==> config.mk <==
export PLATFORM = sky130hd
export DESIGN_NAME = bcd_addsub_unit
export DESIGN_NICKNAME = d
export VERILOG_FILES = /design/src/rtl/bcd_au_pkg.sv /design/src/rtl/bcd_digit_cell.sv /design/src/rtl/bcd_digit_chain.sv /design/src/rtl/bcd_nines_comp.sv /design/src/rtl/bcd_digit_check.sv /design/src/rtl/bcd_addsub_unit.sv
export SDC_FILE = /design/constraint.sdc
export NUM_CORES = 1
export LEC_CHECK = 0
export BUFFER_PORTS_ARGS = -buffer_cell sky130_fd_sc_hd__buf_2
export CAP_MARGIN = 20
export CORE_MARGIN = 5
export CORE_UTILIZATION = 30
export DETAILED_ROUTE_END_ITERATION = 16
export PLACE_DENSITY_LB_ADDON = 0.12
export SLEW_MARGIN = 30
export SYNTH_ARGS = -nofsm -noshare
export SYNTH_HDL_FRONTEND = slang
export SYNTH_SLANG_ARGS = --single-unit
==> constraint.sdc <==
create_clock -name vclk -period 17.2
set_input_delay 1.72 -clock vclk [all_inputs]
set_output_delay 1.72 -clock vclk [all_outputs]
set_load 0.05 [all_outputs]
==> src/rtl/bcd_au_pkg.sv <==
package bcd_au_pkg;
  localparam int DIGIT_W = 4;
  typedef logic [DIGIT_W-1:0] digit_t;
  localparam digit_t DIGIT_MAX = 4'd9;
  localparam digit_t DIGIT_ERR = 4'hF;
  localparam digit_t DIGIT_FIX = 4'd6;

  // decimal value of the lowest n digits of a packed word
  function automatic longint unsigned bcd_value(input logic [63:0] v, input int n);
    longint unsigned acc;
    acc = 0;
    for (int i = n - 1; i >= 0; i--) acc = acc * 10 + longint'(v[4*i +: 4]);
    return acc;
  endfunction

  function automatic longint unsigned dec_pow(input int n);
    longint unsigned p;
    p = 1;
    for (int i = 0; i < n; i++) p = p * 10;
    return p;
  endfunction
endpackage

==> src/rtl/bcd_digit_cell.sv <==
module bcd_digit_cell
  import bcd_au_pkg::*;
(
  input  digit_t a_dig,
  input  digit_t b_dig,
  input  logic   c_in,
  output digit_t s_dig,
  output logic   c_out
);
  logic [DIGIT_W:0] bin_sum;
  digit_t           z;
  logic             k;
  logic             fix;

  always_comb begin
    bin_sum = {1'b0, a_dig} + {1'b0, b_dig} + {{DIGIT_W{1'b0}}, c_in};
    z       = bin_sum[DIGIT_W-1:0];
    k       = bin_sum[DIGIT_W];
    fix     = k | (z[3] & z[2]) | (z[3] & z[1]);
    s_dig   = z + (fix ? DIGIT_FIX : '0);
    c_out   = fix;
  end

  // cell arithmetic over totals 0..19
  always_comb begin
    if (a_dig <= DIGIT_MAX && b_dig <= DIGIT_MAX) begin
      p_cell_total_r2: assert (int'(s_dig) + 10 * int'(c_out) ==
                               int'(a_dig) + int'(b_dig) + int'(c_in))
        else $error("cell total mismatch");
      p_cell_digit_r9: assert (s_dig <= DIGIT_MAX)
        else $error("cell digit not decimal");
    end
  end
endmodule

==> src/rtl/bcd_digit_chain.sv <==
module bcd_digit_chain
  import bcd_au_pkg::*;
#(
  parameter int DIGITS = 4,
  localparam int WIDTH = DIGITS * DIGIT_W
)(
  input  logic [WIDTH-1:0] x_in,
  input  logic [WIDTH-1:0] y_in,
  input  logic             cy_in,
  output logic [WIDTH-1:0] s_out,
  output logic             cy_out
);
  logic [DIGITS:0] cy;
  assign cy[0] = cy_in;

  for (genvar g = 0; g < DIGITS; g++) begin : g_cell
    bcd_digit_cell u_cell (
      .a_dig (x_in[g*DIGIT_W +: DIGIT_W]),
      .b_dig (y_in[g*DIGIT_W +: DIGIT_W]),
      .c_in  (cy[g]),
      .s_dig (s_out[g*DIGIT_W +: DIGIT_W]),
      .c_out (cy[g+1])
    );
  end

  assign cy_out = cy[DIGITS];
endmodule

==> src/rtl/bcd_nines_comp.sv <==
module bcd_nines_comp
  import bcd_au_pkg::*;
#(
  parameter int DIGITS = 4,
  localparam int WIDTH = DIGITS * DIGIT_W
)(
  input  logic [WIDTH-1:0] d_in,
  input  logic             en,
  output logic [WIDTH-1:0] d_out
);
  for (genvar g = 0; g < DIGITS; g++) begin : g_dig
    assign d_out[g*DIGIT_W +: DIGIT_W] =
      en ? DIGIT_MAX - d_in[g*DIGIT_W +: DIGIT_W] : d_in[g*DIGIT_W +: DIGIT_W];
  end
endmodule

==> src/rtl/bcd_digit_check.sv <==
module bcd_digit_check
  import bcd_au_pkg::*;
#(
  parameter int DIGITS = 4,
  localparam int WIDTH = DIGITS * DIGIT_W
)(
  input  logic [WIDTH-1:0] word,
  output logic             any_bad
);
  logic [DIGITS-1:0] bad_vec;
  for (genvar g = 0; g < DIGITS; g++) begin : g_dig
    assign bad_vec[g] = word[g*DIGIT_W + 3] &
                        (word[g*DIGIT_W + 2] | word[g*DIGIT_W + 1]);
  end
  assign any_bad = |bad_vec;
endmodule

==> src/rtl/bcd_addsub_unit.sv <==
module bcd_addsub_unit
  import bcd_au_pkg::*;
#(
  parameter int DIGITS = 4,
  localparam int WIDTH = DIGITS * DIGIT_W
)(
  input  logic [WIDTH-1:0] op_a,
  input  logic [WIDTH-1:0] op_b,
  input  logic             sub_mode,
  input  logic             carry_in,
  output logic [WIDTH-1:0] result,
  output logic             carry_out,
  output logic             negative,
  output logic             bad_digit
);
  logic             bad_a, bad_b;
  logic [WIDTH-1:0] b_eff;
  logic [WIDTH-1:0] raw_sum;
  logic             raw_top;
  logic [WIDTH-1:0] inc_sum;
  logic             inc_top;
  logic [WIDTH-1:0] neg_mag;
  logic             chain_cin;

  bcd_digit_check #(.DIGITS(DIGITS)) u_chk_a (.word(op_a), .any_bad(bad_a));
  bcd_digit_check #(.DIGITS(DIGITS)) u_chk_b (.word(op_b), .any_bad(bad_b));

  bcd_nines_comp #(.DIGITS(DIGITS)) u_comp_b (
    .d_in(op_b), .en(sub_mode), .d_out(b_eff));

  assign chain_cin = sub_mode ? 1'b0 : carry_in;

  // first pass: A + B or A + nines(B)
  bcd_digit_chain #(.DIGITS(DIGITS)) u_pass1 (
    .x_in(op_a), .y_in(b_eff), .cy_in(chain_cin),
    .s_out(raw_sum), .cy_out(raw_top));

  // second pass: end-around increment, separate hardware, no loop
  bcd_digit_chain #(.DIGITS(DIGITS)) u_pass2 (
    .x_in(raw_sum), .y_in('0), .cy_in(1'b1),
    .s_out(inc_sum), .cy_out(inc_top));

  bcd_nines_comp #(.DIGITS(DIGITS)) u_comp_r (
    .d_in(raw_sum), .en(1'b1), .d_out(neg_mag));

  always_comb begin
    bad_digit = bad_a | bad_b;
    if (bad_a | bad_b) begin
      result    = {DIGITS{DIGIT_ERR}};
      carry_out = 1'b0;
      negative  = 1'b0;
    end else if (!sub_mode) begin
      result    = raw_sum;
      carry_out = raw_top;
      negative  = 1'b0;
    end else if (raw_top) begin
      result    = inc_sum;
      carry_out = 1'b0;
      negative  = 1'b0;
    end else begin
      result    = neg_mag;
      carry_out = 1'b0;
      negative  = 1'b1;
    end
  end

  // value-level checks against decimal arithmetic
  always_comb begin
    if (!bad_digit && !sub_mode) begin
      p_add_value_r1: assert (bcd_value(64'(op_a), DIGITS) + bcd_value(64'(op_b), DIGITS) +
                              longint'(carry_in) ==
                              bcd_value(64'(result), DIGITS) +
                              (carry_out ? dec_pow(DIGITS) : 64'd0))
        else $error("sum value mismatch");
    end
    if (!bad_digit && sub_mode) begin
      p_sub_value_r4: assert (negative ||
                              bcd_value(64'(op_a), DIGITS) - bcd_value(64'(op_b), DIGITS) ==
                              bcd_value(64'(result), DIGITS))
        else $error("positive difference mismatch");
      p_sub_neg_r5: assert (!negative ||
                            bcd_value(64'(op_b), DIGITS) - bcd_value(64'(op_a), DIGITS) ==
                            bcd_value(64'(result), DIGITS))
        else $error("negative magnitude mismatch");
      p_sub_no_carry_r5: assert (!carry_out)
        else $error("carry in subtract mode");
      p_endaround_fits_r4: assert (!raw_top || !inc_top)
        else $error("end-around pass overflowed");
    end
    if (bad_digit) begin
      p_err_quiet_r8: assert (!carry_out && !negative)
        else $error("flags set during error");
    end
  end
endmodule

# Yosys cells after proc, flatten, opt, wreduce, memory -nomap -nowiden
# Cells that the tools add are included.
# op_classes
add_sub_neg	28
mul	0
div	0
order_cmp	0
n_eq_ne	0
shifts	0
muxes	21
bitwise_logic	49
n_reduce_logical	2
# ops
op	count
$mux W16	3
$add A4 B3 Y4	8
$sub A4 B4 Y4 const A	8
$or A1 B1 Y1	25
$and A1 B1 Y1	24
$mux W3	8
$add A4 B4 Y5	4
$add A5 B1 Y5	4
$mux W4	4
$add A4 B1 Y5	3
$reduce_or A4 Y1	2
$mux W1	6
$add A4 B1 Y5 const B	1
# totals
regBits	0
latchBits	0
ramBits	0
romBits	0
in_bits	34
wordCells	100
memories	0

# Depth between registers and ports, before layout
# Gate-level depths: netlist (run 1).
# logic_depth
word_depth	30
ltp_mapped	46
depth_no_buf	43

# Hierarchy
# From an unflattened synthesis (run 1), not the netlist that was laid out.
# hier_totals
hier_cells	368
hier_area_um2	2971.6
# by_module_without_submodules
module	instances	cells_each	area_per_inst_um2	seq_area_each_um2
bcd_digit_cell at u_pass1.g_cell[2].u_cell ...	6	30	246.5	0.0
bcd_nines_comp	2	38	276.5	0.0
bcd_digit_cell at u_pass1.g_cell[0].u_cell ...	2	28	244.0	0.0
bcd_addsub_unit	1	46	399.1	0.0
bcd_digit_check	2	5	26.3	0.0

# Worst setup path before layout (run 1)
# OpenSTA, ideal clock, no wires.
# synth_path
path_type	input-to-output
start	input port sub_mode
end	output port result[15]
arrival_time_ps	11184
path_slack_ps	4296
stages	45
path_buffers	3
cell_sequence	clkbuf_1 -> buf_1 -> xor2_1 -> fa_1 -> inv_1 -> fa_1 -> xnor2_1 -> nor2_1 -> o21ai_0 -> fa_1 -> inv_1 -> fa_1 -> xnor2_1 -> nor2_1 -> o21bai_1 -> a21o_1 -> fa_1 -> inv_1 -> [9 not listed] -> xnor2_1 -> o32a_1 -> a211oi_4 -> inv_2 -> buf_4 -> ha_1 -> fa_1 -> xnor2_1 -> xnor2_1 -> or2_2 -> o221a_2 -> ha_1 -> inv_1 -> fa_1 -> xor2_1 -> nand2_1 -> mux2i_1 -> mux2i_1
# synth_between
elab_chain_cells	29
word_cells_on_any_way	63
# synth_rtl
element	line	text
start, declared	bcd_addsub_unit.sv:9	input logic sub_mode,
$mux W4	bcd_nines_comp.sv:13	en ? DIGIT_MAX - d_in[g*DIGIT_W +: DIGIT_W] : d_in[g*DIGIT_W +: DIGIT_W];
$add A4 B4 Y5	bcd_digit_cell.sv:16	bin_sum = {1'b0, a_dig} + {1'b0, b_dig} + {{DIGIT_W{1'b0}}, c_in};
$add A5 B1 Y5	bcd_digit_cell.sv:16	
$and A1 B1 Y1	bcd_digit_cell.sv:19	fix = k | (z[3] & z[2]) | (z[3] & z[1]);
$or A1 B1 Y1 (2 in series)	bcd_digit_cell.sv:19	
$add A5 B1 Y5 or $mux W3 (tied branches)	bcd_digit_cell.sv:16, bcd_digit_cell.sv:20	
$and A1 B1 Y1 or $add A4 B3 Y4 (tied branches)	bcd_digit_cell.sv:19, bcd_digit_cell.sv:20	
$or A1 B1 Y1 or $add A4 B1 Y5 (tied branches)	bcd_digit_cell.sv:19, bcd_digit_cell.sv:16	
[11 not listed]	--	
$add A4 B1 Y5	bcd_digit_cell.sv:16	
$and A1 B1 Y1	bcd_digit_cell.sv:19	
$or A1 B1 Y1 (2 in series)	bcd_digit_cell.sv:19	
$mux W3	bcd_digit_cell.sv:20	s_dig = z + (fix ? DIGIT_FIX : '0);
$add A4 B3 Y4	bcd_digit_cell.sv:20	
$mux W16	bcd_addsub_unit.sv:56	end else if (raw_top) begin
$mux W16 (*)	bcd_addsub_unit.sv:52	end else if (!sub_mode) begin
$mux W16 (*)	bcd_addsub_unit.sv:48	if (bad_a | bad_b) begin
end, declared	bcd_addsub_unit.sv:11	output logic [WIDTH-1:0] result,
# Every way passes the cells marked *; elsewhere a longest branch is shown, timed or not.

# Worst setup path in the final report (run 1)
# Ends and elaborated chain as after synthesis.

==> reports/results.tsv, run 1 <==
stage	metric	value	unit
timing	fmax	0.0734	GHz
routing	avgRoutedWirePerCell	12.9	um
layout	clkbuf_count	0	
hold_path	min_path_type	in2out	
timing	hold_viol_final	0	
routing	firstDrtPassIters	4	
timing	tightestPinTransition	0.782	ns
critical_path	cp.required	15.48	ns
critical_path	worstPathMaxFanout	41	
layout	final_cell_area	2530	um2
critical_path	cp-end-kind	output port	
timing	period_needed	13.63	ns
floorplan	coreArea	7180	um2
run	maxCapViolations	0	
critical_path	crit_path_frequent_cell	fa_1	
yosys	netlist_top_cells_count	inv_1, ha_1, nand2_1, nor2_1, o21ai_0	
yosys	syn_avg_cell_area	7.63	um2
layout	drive_gt1_share	18.5	%
routing	routed_wl	5.55	mm
floorplan	start_util	30.3	%
layout	multi_input_comb_area	1960	um2
routing	vias	1999	
place	placed_cell_area	2530	um2
floorplan	num_rows	31	
timing	relSlewSlack	47.7	%
routing	initialDrtViolationCount	113	
routing	detail-route-antenna-nets	0	
critical_path	critPathLaunch	sub_mode	
global_routing	grt_pass1_wl	8.98	mm
yosys	synth.most_common_cell	inv_1	
critical_path	critPathKind	in2out	
timing	setup_viol	0	
floorplan	die_area	9060	um2
outcome	status	finished clean	
yosys	syn_nets	378	
power	p_leak	1.27	nW
layout	n_antenna_cell	0	
yosys	syn_area	2180	um2
clock_tree	cts_hold_buf	0	
critical_path	cp.arrival	11.91	ns
routing	wl_met1	2.73	mm
timing	rsz0062_at_grt	false	
clock_tree	cts_resized	0	
power	power_density	158	nW/um2
critical_path	worstSetupStartpointType	primary input	
floorplan	die_h	95.2	um
timing	slew_violations	0	
critical_path	cpPeakStageDelay	0.69	ns
routing	met3_length	140	um
floorplan	dieWidth	95.2	um
global_routing	grt_start_max_net_pins	42	
critical_path	crit_end	result[15]	
place	pre_cts_slack	3.41	ns
clock_tree	cts_setup_buffers	0	
layout	fin_util	35.2	%
routing	viasPerCell	4.66	
layout	fin_nets	425	
power	ir_worst_vdd	0.0478	mV
layout	areaGrowthSynthToFinish	16.2	%
yosys	synth_area_leaders	ha_1, fa_1, inv_1	
yosys	synth_cell_types	41	
timing	hold_ws	4.15	ns
yosys	syn_inst	285	
yosys	synth-warning-count	0	
layout	ff_latch_area	0	um2
global_routing	grt_pass1_vias	2019	
timing	fin_setup_tns	0	ns
global_routing	grt_use_total	12.0	%
routing	met2_wirelength	2.65	mm
hold_path	hold_start	op_a[0]	
place	gp_congestion	0.820	
timing	finalCritPeriodShare	79.2	%
floorplan	ios	53	
yosys	synth_top_area_share	24.7	%
critical_path	crit_slowest_cell	a211oi_4	
layout	seq_cells	0	
yosys	synth_seq_area_share	0	%
routing	drc	0	
global_routing	antenna_found_initial	0	
timing	setup_ws	3.57	ns
global_routing	gr-total-overflow	0	
place	portBuffers	53	
place	hpwl	4.69	mm
yosys	yosys.area.top_type	ha_1	
routing	top_layer	met4	
layout	fillerInstances	789	
==> cell usage in the layout (no fill, tap or decap), drive strengths merged <==
| cell type | n |
|---|---|
| o31ai | 1 |
| nor2b | 2 |
| nand2 | 23 |
| o22ai | 1 |
| nor2 | 18 |
| fa | 16 |
| o221a | 2 |
| a211oi | 1 |
| a31o | 1 |
| and2 | 6 |
| xnor2 | 14 |
| a31oi | 4 |
| or3b | 1 |
| a22oi | 2 |
| o21a | 1 |
| buf | 54 |
| o21bai | 3 |
| o221ai | 1 |
| inv | 45 |
| ha | 43 |
| mux2i | 14 |
| and3 | 2 |
| xnor3 | 1 |
| nand3 | 9 |
| a311oi | 1 |
| or2 | 1 |
| nand2b | 3 |
| nor4 | 1 |
| o21ai | 17 |
| a21o | 6 |
| xor2 | 10 |
| a221oi | 1 |
| o31a | 1 |
| o32a | 1 |
| o22a | 1 |
| nor3 | 9 |
| a21oi | 13 |
==> kinds of logic after synthesis <==
group | synth area share, %
compound gates | 17.7
xor+xnor | 10.7
fa+ha+maj | 39.4
buf+inv | 9.83
mux | 6.44
simple gates | 15.9
==> per-stage QoR <==
stage                     instances  power [mW]
after global placement          429       0.398
after detailed placement        429       0.402
after global routing            429       0.457
final                           429       0.398
after CTS                       429       0.405
after floorplan                 285       0.326
==> per-layer routing <==
metal	track usage, %	vias to the layer above
li1	-	1056
met1	16.5	909
met2	21.8	32
met3	0.316	2
met4	0.841	0
met5	0	-
==> final cells by class <==
| cell class | count | area share (%) |
|---|---|---|
| inverter | 45 | 6.68 |
| multi-input combinational | 231 | 77.6 |
| tap | 99 | 4.90 |
| timing repair buffer | 54 | 10.8 |
==> worst min-delay path by stage <==
stage	slack, ns	end	depth (start not counted)
floorplan	3.79	negative	2
global placement	4.14	result[0]	5
detailed placement	4.15	result[0]	5
CTS	4.16	result[0]	5
global route	4.19	result[0]	5
finish	4.15	result[0]	5
==> critical path, delay by kind of cell <==
kind	cells	cell delay, ns
buffers and inverters	9	1.30
XOR/XNOR	8	1.91
adder cells (fa/ha/maj)	12	3.79
AO/OA/AOI/OAI	7	2.19
multiplexers	2	0.37
AND/OR/NAND/NOR	7	0.60
==> where the power goes <==
group          total (mW)  internal [mW]  switching, mW  leakage (nW)
Combinational       0.398          0.182          0.217          1.27
Sequential              0              0              0             0
Clock                   0              0              0             0
Total               0.398          0.182          0.217          1.27
Power figures use the tool's default switching activity.
==> inputs of run 2 (changes only) <==
- ABC_AREA: not set -> 1
- clock period: 17.2 -> 13.5 ns (I/O delays scaled with it)
==> reports/results.tsv, run 2 <==
stage	metric	value	unit	change
yosys	syn_inst	359		+26%
place	dp_cells	510		+19%
routing	vias	2367		+18%
yosys	synth_seq_area_share	0	%	unchanged
floorplan	num_rows	32		+3.2%
yosys	syn_avg_cell_area	6.68	um2	-12%
timing	relSlewSlack	63.8	%	+16 points
timing	fin_setup_tns	0	ns	unchanged
routing	drc	0		unchanged
routing	viasPerCell	4.64		-0.40%
critical_path	worstPathMaxFanout	18		-56%
yosys	synth-warning-count	0		unchanged
place	pre_cts_slack	2.34	ns	-1.07 ns
critical_path	cp-end-kind	output port		
timing	rsz0062_at_grt	false		
critical_path	cp.arrival	9.77	ns	-2.14 ns
critical_path	critPathKind	in2out		
routing	routed_wl	6.38	mm	+15%
run	maxCapViolations	0		unchanged
floorplan	ios	53		unchanged
routing	detail-route-antenna-nets	0		unchanged
hold_path	hold_start	op_a[12]		
yosys	yosys.area.top_type	ha_1		
layout	mostFrequentLayoutCell	inv_1		
routing	initialDrtViolationCount	64		-43%
global_routing	grt_start_max_net_pins	19		-55%
timing	fmax	0.0899	GHz	
hold_path	holdPathEnd	result[12]		
layout	areaGrowthSynthToFinish	14.9	%	
place	gp_congestion	0.848		+3.4%
layout	n_antenna_cell	0		unchanged
floorplan	coreArea	7770	um2	+8.2%
timing	finalCritPeriodShare	82.4	%	
place	hpwl	5.74	mm	+22%
timing	hold_viol_final	0		unchanged
power	p_leak	1.52	nW	+20%
place	placed_cell_area	2760	um2	+9.1%
critical_path	crit_path_frequent_cell	fa_1		
yosys	synth_top_area_share	22.4	%	-2.3 points
global_routing	gr-total-overflow	0		unchanged
yosys	netlist_top_cells_count	inv_1, nand2_1, nand3_1, ha_1, o21ai_0		
timing	setup_ws	2.38	ns	-1.19 ns
layout	final_cell_area	2760	um2	+9.1%
power	ir_worst_vdd	0.0508	mV	+6.3%
critical_path	cp_num_buf_inv	10		+1
floorplan	start_util	30.9	%	+0.56 points
floorplan	die_area	9880	um2	+9.1%
layout	final_cells	510		+19%
routing	firstDrtPassIters	4		unchanged
layout	fin_nets	503		+18%
timing	period_needed	11.12	ns	
timing	slew_violations	0		unchanged
routing	avgRoutedWirePerCell	12.5	um	-3.4%
yosys	synth.most_common_cell	inv_1		
clock_tree	cts_hold_buf	0		unchanged
yosys	synth_area_leaders	ha_1, fa_1, nand3_1		
critical_path	cpPeakStageDelay	0.59	ns	-0.10 ns
clock_tree	cts_setup_buffers	0		unchanged
global_routing	grt_pass1_vias	2385		+18%
yosys	synth_cell_types	29		-29%
critical_path	worstSetupStartpointType	primary input		
yosys	syn_nets	452		+20%
global_routing	antenna_found_initial	0		unchanged
critical_path	cp.required	12.15	ns	-3.33 ns
timing	setup_viol	0		unchanged
critical_path	critPathTopFamily	adder cells		
layout	most-common-layout-cells	inv_1, nand2_1, nand3_1		
global_routing	grt_use_total	13.1	%	+1.1 points
power	power_density	188	nW/um2	+19%
place	portBuffers	53		unchanged
floorplan	dieWidth	99.4	um	+4.5%
hold_path	min_path_cells	4		-1
critical_path	crit_slowest_cell	clkinv_1		
layout	seq_cells	0		unchanged
layout	ff_latch_area	0	um2	unchanged
outcome	status	finished clean		
global_routing	grt_pass1_wl	10.9	mm	+22%
layout	clkbuf_count	0		unchanged
hold_path	min_path_type	in2out		
floorplan	die_h	99.4	um	+4.5%
layout	drive_gt1_share	21.1	%	+2.6 points
yosys	syn_area	2400	um2	+10%
timing	tightestPinTransition	0.540	ns	-0.242 ns
clock_tree	cts_resized	0		unchanged
## run 2: routing by layer
layer	share of wire, %	track usage (%)	vias up
li1	-	-	1280
met1	49	18.0	1031
met2	46	23.1	52
met3	4.0	1.19	4
met4	0.64	1.05	0
met5	0	0	-
## run 2: area by class of cell
type	instances	area, um2
timing repair buffer	53	265
fill	876	5010
multi-input combinational	276	2060
tap	102	128
inverter	79	302
## run 2: worst max-delay path by stage
stage               startpoint         end  depth (start not counted)
finish                sub_mode  result[15]                         41
global route          sub_mode  result[15]                         41
CTS                   sub_mode  result[14]                         38
detailed placement    sub_mode  result[14]                         38
global placement      sub_mode  result[15]                         41
floorplan             sub_mode  result[14]                         38
## run 2: power by group
| group | switching, mW | leakage [nW] | internal (mW) | total [mW] |
|---|---|---|---|---|
| logic | 0.315 | 1.52 | 0.203 | 0.518 |
| registers | 0 | 0 | 0 | 0 |
| clock network | 0 | 0 | 0 | 0 |
## run 2: cells by family after synthesis
group | Yosys count | share of synthesized area [%]
simple gates | 154 | 31.5
compound gates | 51 | 14.3
fa+ha+maj | 59 | 35.8
xor+xnor | 12 | 4.38
buf+inv | 83 | 14.0
## run 2: per-stage QoR
step / power (mW) / util [%] / hold WS (ns)
finish: 0.518 / 35.5 / 3.35
floorplan: 0.419 / - / 3.12
global placement: 0.520 / 35.5 / 3.37
global route: 0.606 / 35.5 / 3.39
detailed placement: 0.517 / 35.5 / 3.36
CTS: 0.523 / 35.5 / 3.36
==> inputs of run 3 (changes only) <==
- clock period: 13.5 -> 10.1 ns (I/O delays scaled with it)
==> reports/results.tsv, run 3 (synthesis results as in run 2) <==
stage	metric	value	unit	change
routing	vias	2443		+3.2%
routing	initialDrtViolationCount	87		+36%
routing	detail-route-antenna-nets	0		unchanged
power	seq_power_share	0	%	unchanged
global_routing	antenna_found_initial	0		unchanged
power	power_density	251	nW/um2	+33%
timing	relSlewSlack	72.4	%	+8.7 points
layout	areaGrowthSynthToFinish	20.2	%	
critical_path	critPathTopFamily	adder cells		
timing	period_needed	9.55	ns	
critical_path	cp_num_buf_inv	8		-2
hold_path	min_path_type	in2out		
power	power_frac_comb	100.0	%	about the same
run	maxCapViolations	0		unchanged
layout	drive_gt1_share	25.8	%	+4.7 points
critical_path	critPathKind	in2out		
global_routing	grt_start_max_net_pins	15		-4
critical_path	worstPathMaxFanout	5		-13
floorplan	num_rows	32		unchanged
timing	hold_ws	2.67	ns	-0.673 ns
floorplan	coreArea	7770	um2	unchanged
power	intPower	0.290	mW	+43%
layout	fin_nets	510		+1.4%
layout	most-common-layout-cells	inv_1, nand3_1, nand2_1		
power	pwr-share-clk	0	%	unchanged
critical_path	worstSetupStartpointType	primary input		
floorplan	dieWidth	99.4	um	unchanged
floorplan	start_util	30.9	%	unchanged
timing	setup_ws	0.554	ns	-1.83 ns
timing	fin_setup_tns	0	ns	unchanged
clock_tree	cts_hold_buf	0		unchanged
global_routing	grt_pass1_vias	2436		+2.1%
layout	clkbuf_count	0		unchanged
layout	fillerInstances	892		+1.8%
routing	viasPerCell	4.72		+1.6%
layout	ff_latch_area	0	um2	unchanged
layout	fin_util	37.1	%	+1.6 points
outcome	status	finished clean		
global_routing	grt_pass1_wl	11.2	mm	+2.8%
power	switchingPower	0.433	mW	+37%
critical_path	crit_slowest_cell	fa_2		
floorplan	die_area	9880	um2	unchanged
routing	drc	0		unchanged
place	pre_cts_slack	-0.0327	ns	-2.37 ns
critical_path	crit_path_frequent_cell	fa_2		
layout	seq_cells	0		unchanged
timing	fmax	0.105	GHz	
power	p_leak	1.57	nW	+3.2%
place	gp_congestion	0.847		about the same
timing	finalCritPeriodShare	94.5	%	
hold_path	hold_start	op_a[12]		
critical_path	cpPeakStageDelay	0.48	ns	-0.11 ns
floorplan	die_h	99.4	um	unchanged
timing	slew_violations	0		unchanged
global_routing	grt_use_total	13.4	%	+0.35 points
power	finalPower	0.723	mW	+40%
critical_path	cp-end-kind	output port		
routing	avgRoutedWirePerCell	12.9	um	+3.3%
hold_path	holdPathEnd	result[12]		
floorplan	ios	53		unchanged
power	swShare	59.9	%	-0.99 points
routing	routed_wl	6.70	mm	+5.0%
routing	firstDrtPassIters	4		unchanged
hold_path	min_path_cells	4		unchanged
timing	setup_viol	0		unchanged
global_routing	gr-total-overflow	0		unchanged
critical_path	critical_path_cell_count	38		-7.3%
layout	mostFrequentLayoutCell	inv_1		
critical_path	cp.arrival	8.54	ns	-1.23 ns
timing	hold_viol_final	0		unchanged
critical_path	cp.required	9.09	ns	-3.06 ns
place	portBuffers	53		unchanged
place	hpwl	6.02	mm	+5.0%
power	ir_worst_vdd	0.0705	mV	+39%
timing	tightestPinTransition	0.409	ns	-0.131 ns
## run 3: worst max-delay path by stage
stage	start	to	slack, ns
final	sub_mode	result[14]	0.55
after global routing	sub_mode	result[14]	-0.006
after CTS	sub_mode	result[15]	0.0003
after detailed placement	sub_mode	result[14]	-0.03
after global placement	sub_mode	result[14]	0.20
after floorplan	sub_mode	result[14]	0.16
## run 3: worst min-delay path: stages
cell and delay [ns]:
buf_2 0.10, fa_2 0.23, o211ai_1 0.11, buf_2 0.22
## run 3: layout make-up
cell class                      count  area (um2)  share of cell area [%]
Multi-Input combinational cell    276        2130                    73.7
Timing Repair Buffer               60         327                    11.3
Inverter                           79         302                    10.5
Tap cell                          102         128                    4.43
Antenna cell                        1        2.50                  0.0868
## run 3: timing repair
| item | in CTS | in global routing |
|---|---|---|
| endpoints found under the hold margin | 0 | 0 |
| pin swaps | 0 | 8 |
| endpoints found under the setup margin | 1 | 3 |
| resized for setup | 1 | 19 |
| buffers inserted | 0 | 5 |
## run 3: through the flow
stage               instances  cell area (um2)
floorplan                 359             2400
global placement          512             2770
detailed placement        512             2770
CTS                       512             2770
global route              517             2880
finish                    518             2880
## run 3: power by group through the flow
| stage | clock network (mW) | logic [mW] | registers [mW] |
|---|---|---|---|
| after floorplan | 0 | 0.560 | 0 |
| after detailed placement | 0 | 0.703 | 0 |
| after global routing | 0 | 0.840 | 0 |
| after CTS | 0 | 0.709 | 0 |
| final | 0.0000000133 | 0.723 | 0 |
| after global placement | 0 | 0.705 | 0 |
## run 3: layer usage
layer | vias to the layer above | track usage, % | share of wire, % | wire [um]
met3 | 4 | 1.26 | 4.4 | 293
met5 | - | 0 | 0 | 0
li1 | 1296 | - | - | -
met2 | 48 | 24.3 | 48 | 3220
met4 | 0 | 0.945 | 0.75 | 50
met1 | 1095 | 18.0 | 47 | 3130
